$ cat config.mk
export PLATFORM = sky130hd
export DESIGN_NAME = ow_trip_seq
export DESIGN_NICKNAME = d
export VERILOG_FILES = /design/src/rtl/ow_trip_pkg.sv /design/src/rtl/ow_trip_decide.sv /design/src/rtl/ow_trip_timer.sv /design/src/rtl/ow_trip_seq.sv
export SDC_FILE = /design/constraint.sdc
export NUM_CORES = 1
export LEC_CHECK = 0
export BUFFER_PORTS_ARGS = -buffer_cell sky130_fd_sc_hd__buf_2
export CAP_MARGIN = 5
export CORE_AREA = 2 2 44 46
export CTS_CLUSTER_DIAMETER = 120
export DETAILED_ROUTE_END_ITERATION = 7
export DIE_AREA = 0 0 46 48
export PLACE_DENSITY = 0.71
export SYNTH_ARGS = -nofsm -noshare
export SYNTH_HDL_FRONTEND = slang
export SYNTH_SLANG_ARGS = --single-unit
$ cat constraint.sdc
create_clock -name clk -period 1.3 [get_ports clk]
set_clock_uncertainty 0.05 [all_clocks]
set_input_delay 0.065 -clock clk [delete_from_list [all_inputs] [get_ports clk]]
set_output_delay 0.065 -clock clk [all_outputs]
set_load 0.02 [all_outputs]
$ cat src/rtl/ow_trip_pkg.sv
package ow_trip_pkg;

    typedef enum logic [2:0] {
        ST_IDLE,
        ST_RD_ID,
        ST_GAP_A,
        ST_RD_CMP,
        ST_GAP_B,
        ST_WR
    } trip_state_e;

    // returned when no slave answers and when a step is abandoned
    localparam logic [2:0] CODE_NONE = 3'b011;

    typedef struct packed {
        trip_state_e st;
        logic        dir;
        logic        id;
        logic        cmp;
        logic        done;
        logic        err;
        logic [2:0]  res;
    } trip_reg_t;

endpackage

$ cat src/rtl/ow_trip_decide.sv
module ow_trip_decide (
    input  logic       id_i,
    input  logic       cmp_i,
    input  logic       dir_req_i,
    output logic       absent_o,
    output logic       dir_o,
    output logic [2:0] code_o
);
    always_comb begin
        absent_o = id_i & cmp_i;
        if (!id_i && !cmp_i) begin
            dir_o = dir_req_i;   // conflict: follow the loop's choice
        end else begin
            dir_o = id_i;        // only one value present: forced
        end
        if (absent_o) begin
            code_o = ow_trip_pkg::CODE_NONE;
        end else begin
            code_o = {dir_o, cmp_i, id_i};
        end
    end
endmodule

$ cat src/rtl/ow_trip_timer.sv
module ow_trip_timer #(
    parameter int LIMIT = 16
) (
    input  logic clk,
    input  logic rst_n,
    input  logic wait_i,
    output logic expired_o
);
    localparam int CW = (LIMIT > 2) ? $clog2(LIMIT) : 1;
    localparam logic [CW-1:0] LAST = CW'(LIMIT - 1);

    logic [CW-1:0] cnt_d, cnt_q;

    always_comb begin
        cnt_d = '0;
        if (wait_i && (cnt_q != LAST)) begin
            cnt_d = cnt_q + 1'b1;
        end
        expired_o = wait_i && (cnt_q == LAST);
    end

    always_ff @(posedge clk or negedge rst_n) begin
        if (!rst_n) begin
            cnt_q <= '0;
        end else begin
            cnt_q <= cnt_d;
        end
    end

    initial begin
        AST_LIMIT_SANE: assert (LIMIT >= 2);
    end
endmodule

$ cat src/rtl/ow_trip_seq.sv
module ow_trip_seq #(
    parameter int TIMEOUT_CYCLES = 16
) (
    input  logic       clk,
    input  logic       rst_n,
    input  logic       start_i,
    input  logic       dir_i,
    output logic       rd_req_o,
    input  logic       rd_ack_i,
    input  logic       rd_bit_i,
    output logic       wr_req_o,
    output logic       wr_bit_o,
    input  logic       wr_ack_i,
    output logic       busy_o,
    output logic       done_o,
    output logic       err_o,
    output logic [2:0] result_o
);
    import ow_trip_pkg::*;

    trip_reg_t r_d, r_q;
    logic      waiting, expired;
    logic      cmp_now, absent, dir_take;
    logic [2:0] code;

    // complement is taken live in the cycle it arrives, latched after
    assign cmp_now = (r_q.st == ST_RD_CMP) ? rd_bit_i : r_q.cmp;

    ow_trip_decide u_decide (
        .id_i      (r_q.id),
        .cmp_i     (cmp_now),
        .dir_req_i (r_q.dir),
        .absent_o  (absent),
        .dir_o     (dir_take),
        .code_o    (code)
    );

    always_comb begin
        waiting = ((r_q.st == ST_RD_ID || r_q.st == ST_RD_CMP) && !rd_ack_i)
               || ((r_q.st == ST_WR) && !wr_ack_i);
    end

    ow_trip_timer #(.LIMIT(TIMEOUT_CYCLES)) u_timer (
        .clk       (clk),
        .rst_n     (rst_n),
        .wait_i    (waiting),
        .expired_o (expired)
    );

    always_comb begin
        r_d      = r_q;
        r_d.done = 1'b0;
        r_d.err  = 1'b0;
        unique case (r_q.st)
            ST_IDLE: begin
                if (start_i) begin
                    r_d.st  = ST_RD_ID;
                    r_d.dir = dir_i;
                end
            end
            ST_RD_ID: begin
                if (rd_ack_i) begin
                    r_d.id = rd_bit_i;
                    r_d.st = ST_GAP_A;
                end else if (expired) begin
                    r_d.st   = ST_IDLE;
                    r_d.done = 1'b1;
                    r_d.err  = 1'b1;
                    r_d.res  = CODE_NONE;
                end
            end
            ST_GAP_A: r_d.st = ST_RD_CMP;
            ST_RD_CMP: begin
                if (rd_ack_i) begin
                    r_d.cmp = rd_bit_i;
                    if (absent) begin
                        r_d.st   = ST_IDLE;
                        r_d.done = 1'b1;
                        r_d.res  = code;
                    end else begin
                        r_d.st = ST_GAP_B;
                    end
                end else if (expired) begin
                    r_d.st   = ST_IDLE;
                    r_d.done = 1'b1;
                    r_d.err  = 1'b1;
                    r_d.res  = CODE_NONE;
                end
            end
            ST_GAP_B: r_d.st = ST_WR;
            ST_WR: begin
                if (wr_ack_i) begin
                    r_d.st   = ST_IDLE;
                    r_d.done = 1'b1;
                    r_d.res  = code;
                end else if (expired) begin
                    r_d.st   = ST_IDLE;
                    r_d.done = 1'b1;
                    r_d.err  = 1'b1;
                    r_d.res  = CODE_NONE;
                end
            end
            default: r_d.st = ST_IDLE;
        endcase
    end

    always_ff @(posedge clk or negedge rst_n) begin
        if (!rst_n) begin
            r_q <= '{st: ST_IDLE, dir: 1'b0, id: 1'b0, cmp: 1'b0,
                     done: 1'b0, err: 1'b0, res: 3'b000};
        end else begin
            r_q <= r_d;
        end
    end

    assign rd_req_o = (r_q.st == ST_RD_ID) || (r_q.st == ST_RD_CMP);
    assign wr_req_o = (r_q.st == ST_WR);
    assign wr_bit_o = dir_take;
    assign busy_o   = (r_q.st != ST_IDLE);
    assign done_o   = r_q.done;
    assign err_o    = r_q.err;
    assign result_o = r_q.res;

    AST_RD_GAP: assert property (@(posedge clk) disable iff (!rst_n)
        rd_req_o && rd_ack_i |=> !rd_req_o && !wr_req_o);
    AST_WR_BIT_HOLD: assert property (@(posedge clk) disable iff (!rst_n)
        wr_req_o && $past(wr_req_o) |-> $stable(wr_bit_o));
    AST_DONE_SINGLE: assert property (@(posedge clk) disable iff (!rst_n)
        done_o |=> !done_o);
    AST_IDLE_AT_DONE: assert property (@(posedge clk) disable iff (!rst_n)
        done_o |-> !busy_o && !rd_req_o && !wr_req_o);
    AST_ERR_WITH_DONE: assert property (@(posedge clk) disable iff (!rst_n)
        err_o |-> done_o && result_o == 3'b011);
    AST_CODE_LEGAL: assert property (@(posedge clk) disable iff (!rst_n)
        done_o && !err_o |-> !(result_o[2] && result_o[1])
                          && !(result_o[0] && !result_o[1] && !result_o[2]));
    AST_REQ_ONEHOT: assert property (@(posedge clk) disable iff (!rst_n)
        $onehot0({rd_req_o, wr_req_o}));
endmodule

==> results of run 1 <==
synthesized netlist by cell type:
master / n
xnor2_1: 1
and3_1: 3
mux2i_2: 1
o211ai_1: 1
a221o_1: 1
xor2_1: 1
nand3b_2: 1
nor3b_1: 2
nand3_1: 3
buf_4: 3
buf_6: 1
ha_1: 1
o21ai_0: 3
a31o_2: 1
o31a_1: 1
nor2_1: 7
nand2_1: 7
a211oi_1: 1
inv_1: 3
o21ai_1: 2
nand4_1: 1
nand4b_1: 2
nand2b_1: 1
dfrtp_1: 15
nor2b_1: 1
mux2_2: 3
a21oi_1: 4
or2_1: 1
a21o_1: 1
nor3_1: 1
o211a_1: 1
buf_2: 2
o31ai_1: 2
layer usage:
metal | GRT usage (%) | part of all wire (%) | vias to the layer above
li1 | - | - | 369
met1 | 24.1 | 44 | 365
met2 | 29.4 | 51 | 30
met3 | 3.40 | 3.6 | 8
met4 | 6.86 | 1.6 | 0
met5 | 0 | 0 | -
flip-flops by register name, indices dropped and copies added, names as in the netlist:
register       flops
u_timer.cnt_q      4
done_o             1
result_o           3
r_q                6
err_o              1
area by class of cell:
type / instances / area (sq um) / area share, %
multi-input cells: 55 / 454 / 36.3
clock inverters: 1 / 5.00 / 0.400
flip-flops and latches: 15 / 379 / 30.3
inverters: 3 / 11.3 / 0.899
repair buffers: 45 / 359 / 28.7
clock buffers: 3 / 22.5 / 1.80
well taps: 17 / 21.3 / 1.70
critical path, cell delays in order, from the launching register on:
cell and delay (ps):
dfrtp_2 440, buf_4 150, buf_6 110, buf_6 110, nand4b_1 280, mux2_2 360
logic make-up after synthesis:
kind of cell | after synthesis
AO/OA/AOI/OAI | 18
XOR/XNOR | 2
adder cells (fa/ha/maj) | 1
buffers and inverters | 9
flip-flops | 15
multiplexers | 4
AND/OR/NAND/NOR | 30
how the worst max path moves through the flow:
stage                  from           to  slack [ps]  cells after the start
floorplan            r_q[9]  result_o[1]         -40                      5
global placement    r_q[10]  result_o[1]        -110                      4
detailed placement   r_q[8]       r_q[7]        -120                      4
CTS                 r_q[10]     wr_bit_o        -190                      4
global route        r_q[10]       r_q[5]        -340                      5
finish              r_q[10]       r_q[5]        -310                      5
timing repair:
action,4_1_cts,5_1_grt
hold buffers,3,0
resized for setup,15,24
setup buffers,4,6
hold endpoints to repair,17,0
setup endpoints to repair,14,17
pin swaps,6,5
power groups by stage:
| stage | Sequential, mW | Clock, mW | Combinational [mW] |
|---|---|---|---|
| global placement | 0.799 | 0 | 1.19 |
| finish | 0.823 | 0.273 | 1.87 |
| floorplan | 0.761 | 0 | 0.831 |
| global route | 0.836 | 0.299 | 1.99 |
| CTS | 0.785 | 0.272 | 1.48 |
| detailed placement | 0.806 | 0 | 1.20 |
==> reports/qor.yml, run 1 <==
outcome: "finished with violations"
failed_checks: "setup timing"
finalCriticalPeriod_ps: 1610
num_vias: 772
yosysSeqAreaShare_pct: 47.6
dr.first_iter.drc_count: 30
synth_top_area_share_pct: 47.6
max_slew_margin_pct: 77.6
power_mw: 2.97
coreArea_sq_um: 1690
power_switching_share_pct: 39.5
clk_latency_ps: 290
drive_gt1_share_pct: 56.6
row_count: 15
r2r_cells: 5
cp_max_fo: 5
dp.cells: 122
hold_class: "input port to flip-flop"
pre_cts_ws_ps: -123
globalplace.congestion: 0.809
p_seq_share_pct: 27.8
fin_cells: 139
syn_to_final_growth_pct: 58.9
startpoint_type: "flip-flop"
dieArea_sq_um: 2210
routed_wl_um: 2130
htreeDepth: 1
combPwrFrac_pct: 63.0
yosysUniqueCellTypes: 33
path_clk_slew_ps: 90
cts.sinks: 15
syn_area_sq_um: 788
synth-simple-area-share_pct: 20.3
pin_count: 16
stdcell_area_sq_um: 1250
grt_pass1_wl_um: 2820
finalCritPeriodShare_pct: 124
vias_per_cell: 5.55
fmax_ghz: 0.619
final_core_util_pct: 74.1
finalHoldViolCount: 0
final_common_cell: "buf_4"
cts_buffer_depth: 2
yosysWarnings: 0
layout_common_cells: "20 x buf_4, 12 x dfrtp_1, 11 x buf_2, 11 x buf_6"
fp.dieW_um: 46
drt-wirelength-per-cell_um: 15.3
power_frac_clock_pct: 9.2
endpoint_kind: "flip-flop"
synth_mux_area_share_pct: 6.03
reg2reg_slack_ps: -310
diodes: 0
yosysTopAreaCell: "dfrtp_1"
cp.arrival_ps: 1740
ant_nets: 0
synth_compound_area_share_pct: 15.2
peakVddDrop_mv: 1.56
fp.dieH_um: 48
final_nets: 131
place_hpwl_um: 1170
grt_usage_pct: 18.1
grt_pass1_vias: 659
synth_top_family_by_area: "simple AND/OR/NAND/NOR gates"
synthCells: 79
hold_ws_ps: 45.7
antenna_found_initial: 0
min_to: "r_q[9]"
p_per_area_nw_per_um2: 2370
drc_errors: 0
overflow: 0
synthXorXnorAreaFrac_pct: 2.22
synth_nets: 87
whs_path_depth: 3
num-fill-cells: 109
ys_ff_latch: 15
r2r_start: "r_q[10]"
grt_max_degree: 16
path_class: "flip-flop to flip-flop"
maxCapViolCount: 0
power.leakage_nw: 0.628
yosys-top-cells-area: "dfrtp_1 48%, mux2_2 4.3%, nand2_1 3.3%, nor2_1 3.3%, buf_4 2.9%"
setup_viol: 15
numCtsBuffers: 3
cts_root_buffer: "clkbuf_4"
drv_slew: 0
fin_ws_ps: -315
final.setup.tns_ps: -2440
port_buffers: 15
cts_tree: "done"
dr.pass1.iters: 4
p_sw_mw: 1.17
cp.required_ps: 1430
avgSynthCellArea_sq_um: 9.98
rr_endpoint: "r_q[5]"
grt_setup_unrepaired: "yes"
worst_pin_slew_ps: 337
worstHoldStart: "rd_ack_i"
dpl_cell_area_sq_um: 985
yosys.area_share.adder_pct: 1.59
power.internal_mw: 1.79
initial_core_util_pct: 46.7
Note: power is estimated with default switching activity, not from simulation.
==> run 2, diff against run 1 <==
--- a/config.mk
+++ b/config.mk
@@ -14,2 +14,4 @@
 export PLACE_DENSITY = 0.71
+export RECOVER_POWER = 25
+export REMOVE_ABC_BUFFERS = 1
 export SYNTH_ARGS = -nofsm -noshare
--- a/constraint.sdc
+++ b/constraint.sdc
@@ -4,2 +4,2 @@
 set_output_delay 0.065 -clock clk [all_outputs]
-set_load 0.02 [all_outputs]
+set_load 0.1 [all_outputs]
==> reports/qor.yml, run 2 (same netlist as run 1, synthesis figures left out) <==
syn_to_final_growth_pct: 64.9
drc_errors: 0
num-fill-cells: 96
antenna_found_initial: 0
drive_gt1_share_pct: 58.4
row_count: 15
hold_ws_ps: 57.5
final_nets: 134
diodes: 0
clk_latency_ps: 290
initial_core_util_pct: 46.7
drt-wirelength-per-cell_um: 15.3
dr.pass1.iters: 4
fp.dieH_um: 48
failed_checks: "setup timing"
place_hpwl_um: 1240
fp.dieW_um: 46
grt_pass1_vias: 675
dr.first_iter.drc_count: 23
finalCriticalPeriod_ps: 1590
layout_common_cells: "23 x buf_4, 13 x dfrtp_1, 10 x buf_2"
cp.required_ps: 1460
m1WireLength_um: 946
path_clk_slew_ps: 90
finalHoldViolCount: 0
coreArea_sq_um: 1690
maxCapViolCount: 0
numCtsBuffers: 3
drv_slew: 0
port_buffers: 15
outcome: "finished with violations"
cp.arrival_ps: 1750
ant_nets: 0
dieArea_sq_um: 2210
setup_viol: 16
cts_buffer_depth: 2
globalplace.congestion: 0.823
num_vias: 789
cts.sinks: 15
cp_max_fo: 7
max_slew_margin_pct: 45.5
endpoint_kind: "flip-flop"
fmax_ghz: 0.630
largest-register: "r_q"
grt_pass1_wl_um: 2850
grt_setup_unrepaired: "yes"
hold_class: "input port to flip-flop"
route.met2.wl_um: 1100
htreeDepth: 1
cts_tree: "done"
fin_ws_ps: -288
vias_per_cell: 5.56
finalCritPeriodShare_pct: 122
grt_usage_pct: 18.3
final_common_cell: "buf_4"
cts_root_buffer: "clkbuf_4"
grt_max_degree: 16
pin_count: 16
route.met3.wl_um: 74
startpoint_type: "flip-flop"
final_core_util_pct: 77.0
overflow: 0
top_layer: "met4"
routed_wl_um: 2180
largest_reg_flops: 6
path_class: "flip-flop to flip-flop"
worst_pin_slew_ps: 818
==> run 2: changes by cell type in the layout (fill, tap and decap cells not counted), sizes merged <==
cell    before  now
buf         42   44
clkinv       1    0
clkbuf       3    5
==> run 2: worst paths after layout <==
check	start	end	slack [ps]	cells after the start
worst max register to register	r_q[9]	result_o[2]	-290	6
worst min register to register	result_o[0]	result_o[0]	440	2
worst max-delay path	r_q[9]	result_o[2]	-290	6
worst min-delay path	rd_bit_i	r_q[5]	60	2
max in group asynchronous	rst_n	r_q[9]	320	2
min in group asynchronous	rst_n	result_o[2]	320	2
==> run 2: area by class of cell <==
class                           count  area (sq um)  area share, %
Inverter                            3          11.3          0.866
Multi-Input combinational cell     55           448           34.5
Timing Repair Buffer               48           415           32.0
Clock buffer                        4          26.3           2.02
Sequential cell                    15           378           29.1
Tap cell                           17          21.3           1.64
==> run 2: metal layers <==
metal | track usage, % | vias up
met5 | 0 | -
met4 | 6.86 | 0
met3 | 3.77 | 6
met2 | 32.5 | 27
met1 | 21.7 | 384
li1 | - | 372
==> run 2: through the flow <==
stage               std cells  setup slack [ps]  area [sq um]  setup TNS (ps)
finish                    142              -288          1300           -2290
global route              142              -380          1300           -3390
CTS                       135              -259          1180           -2430
detailed placement        123              -169          1040           -1240
global placement          123              -123          1040            -745
floorplan                  73              -742           744           -1830
==> run 2: critical path, stage by stage, from the launching register on <==
cell,delay (ps)
dfrtp_2,480
buf_4,160
nand4b_1,240
buf_4,180
o31ai_1,80
nor2_1,90
a211oi_2,220
==> run 2: repair_timing <==
item                                    4_1_cts  5_1_grt
endpoints found under the setup margin       15       19
gates resized for setup                      12       23
endpoints found under the hold margin        17        0
setup buffers                                 5        7
pin swaps                                     3        6
hold buffers                                  3        0
gates cloned                                  0        0
Power of run 2 is left out: the tool's default activity adds up to more than one toggle a clock period on the data nets, which glitch-free logic cannot reach.
==> run 3, diff against run 2 <==
Settings changed: ABC_AREA set to 1, CORE_AREA 2 2 44 46 to 2 2 46 48, DIE_AREA 0 0 46 48 to 0 0 48 50, PLACE_DENSITY 0.71 to 0.69.
==> reports/qor.yml, run 3 <==
crit_path_end: "wr_req_o"
finalCriticalPeriod_ps: 1450
final_common_cell: "nand2_1"
clk_latency_ps: 280
drt-wirelength-per-cell_um: 13.2
ant_nets: 0
num-fill-cells: 151
largest-register: "r_q"
crit_chain: "buf_4 -> nand3_2 -> inv_2 -> buf_4 -> buf_12"
worst_pin_slew_ps: 805
hold_class: "input port to flip-flop"
finalCritPeriodShare_pct: 111
path_class: "flip-flop to output pin"
reg2reg_slack_ps: -130
synthCells: 104
failed_checks: "setup timing"
setup_viol: 12
post-synth-top-count-cell: "nand2_1"
grt_usage_pct: 21.1
whs_path_depth: 3
initial_core_util_pct: 44.2
synth_commonest_cells: "27 x nand2_1, 15 x dfrtp_1, 13 x inv_1"
diodes: 0
grt_setup_unrepaired: "yes"
dr.pass1.iters: 4
grt_pass1_wl_um: 3580
yosysWarnings: 0
numCtsBuffers: 3
dr.first_iter.drc_count: 14
cp.required_ps: 1190
place_hpwl_um: 1510
cp_common_cell: "buf_4"
cp_max_fo: 4
row_count: 16
pin_count: 16
outcome: "finished with violations"
yosysSeqAreaShare_pct: 44.6
startpoint_type: "flip-flop"
m1WireLength_um: 871
route.met2.wl_um: 1150
synth_top_area_share_pct: 44.6
antenna_found_initial: 0
cts_buffer_depth: 2
cts.sinks: 15
cp_slowest_cell: "dfrtp_2"
endpoint_kind: "output pin"
syn_area_sq_um: 841
synth-main-ff-cell: "dfrtp_1"
syn_to_final_growth_pct: 53.1
vias_per_cell: 5.03
cts_tree: "done"
cts_root_buffer: "clkbuf_4"
route.met3.wl_um: 102
final.setup.tns_ps: -983
coreArea_sq_um: 1900
num_vias: 850
max_stage_delay_ps: 450
avgSynthCellArea_sq_um: 8.08
fin_ws_ps: -146
hold_ws_ps: 118
yosysTopAreaCell: "dfrtp_1"
overflow: 0
drv_slew: 0
path_clk_slew_ps: 90
finalHoldViolCount: 0
synth-edff-count: 0
largest_reg_flops: 6
setup.worst_path.start: "r_q[10]"
r2r_start: "r_q[8]"
htreeDepth: 1
yosysUniqueCellTypes: 22
ys_ff_latch: 15
layout_common_cells: "20 x nand2_1, 15 x buf_4, 12 x dfrtp_1"
fmax_ghz: 0.692
cp.arrival_ps: 1330
top_layer: "met4"
yosys-top-cells-area: "dfrtp_1 45%, nand2_1 12%, inv_1 5.8%, nand3_1 5.4%, nand2_2 4.5%"
r2r_cells: 8
fp.dieH_um: 50
drive_gt1_share_pct: 50.0
port_buffers: 15
drc_errors: 0
dieArea_sq_um: 2400
fp.dieW_um: 48
routed_wl_um: 2240
grt_max_degree: 16
maxCapViolCount: 0
final_nets: 151
max_slew_margin_pct: 46.3
rr_endpoint: "result_o[2]"
globalplace.congestion: 0.947
synth-async-reset-ratio_pct: 100
grt_pass1_vias: 836
run 3: critical path: cells and delay by family, from the launching register on:
| kind | cells | cell delay [ps] |
|---|---|---|
| buffers and inverters | 4 | 490 |
| flip-flops | 1 | 450 |
| AND/OR/NAND/NOR | 1 | 100 |
run 3: worst min-delay path by stage:
stage                        from               end  slack (ps)
after floorplan             rst_n            done_o        -280
after global routing      start_i            r_q[8]         110
after CTS                 start_i            r_q[8]          90
final                     start_i            r_q[8]         120
after global placement      rst_n  u_timer.cnt_q[3]         -70
after detailed placement    rst_n  u_timer.cnt_q[1]         -60
run 3: what timing repair did:
| action | 4_1_cts | 5_1_grt |
|---|---|---|
| endpoints found under the setup margin | 8 | 19 |
| hold endpoints to repair | 17 | 0 |
| buffers inserted | 6 | 3 |
| gates resized for setup | 20 | 12 |
| hold buffers | 3 | 0 |
| pin swaps | 4 | 7 |
run 3: logic make-up after synthesis:
kind of cell	Yosys count	synth area share, %
compound gates	9	7.44
xor+xnor	2	2.08
fa+ha+maj	1	1.49
buf+inv	20	10.3
flops	15	44.6
mux	1	1.34
simple gates	56	32.7
run 3: final cells by class:
cell class	count	area, sq um	area share (%)
multi-input cells	69	460	35.8
flip-flops and latches	15	379	29.4
repair buffers	37	324	25.2
inverters	17	63.8	4.96
well taps	27	33.8	2.62
clock buffers	4	26.3	2.04
run 3: routing by layer:
layer	up-vias	GRT usage [%]
li1	409	-
met2	40	34.0
met3	15	3.30
met4	0	9.01
met1	386	26.8
met5	-	0
run 3: per-stage QoR:
stage                     util [%]  cells  setup slack, ps  instance area (sq um)
after floorplan                  -    101             -425                    818
after global placement        55.9    153            -27.4                   1060
after detailed placement      55.9    153             -125                   1060
after CTS                     64.7    166             -138                   1230
after global routing          67.7    169             -216                   1290
final                         67.7    169             -146                   1290
Power of run 3 is left out for the same reason.
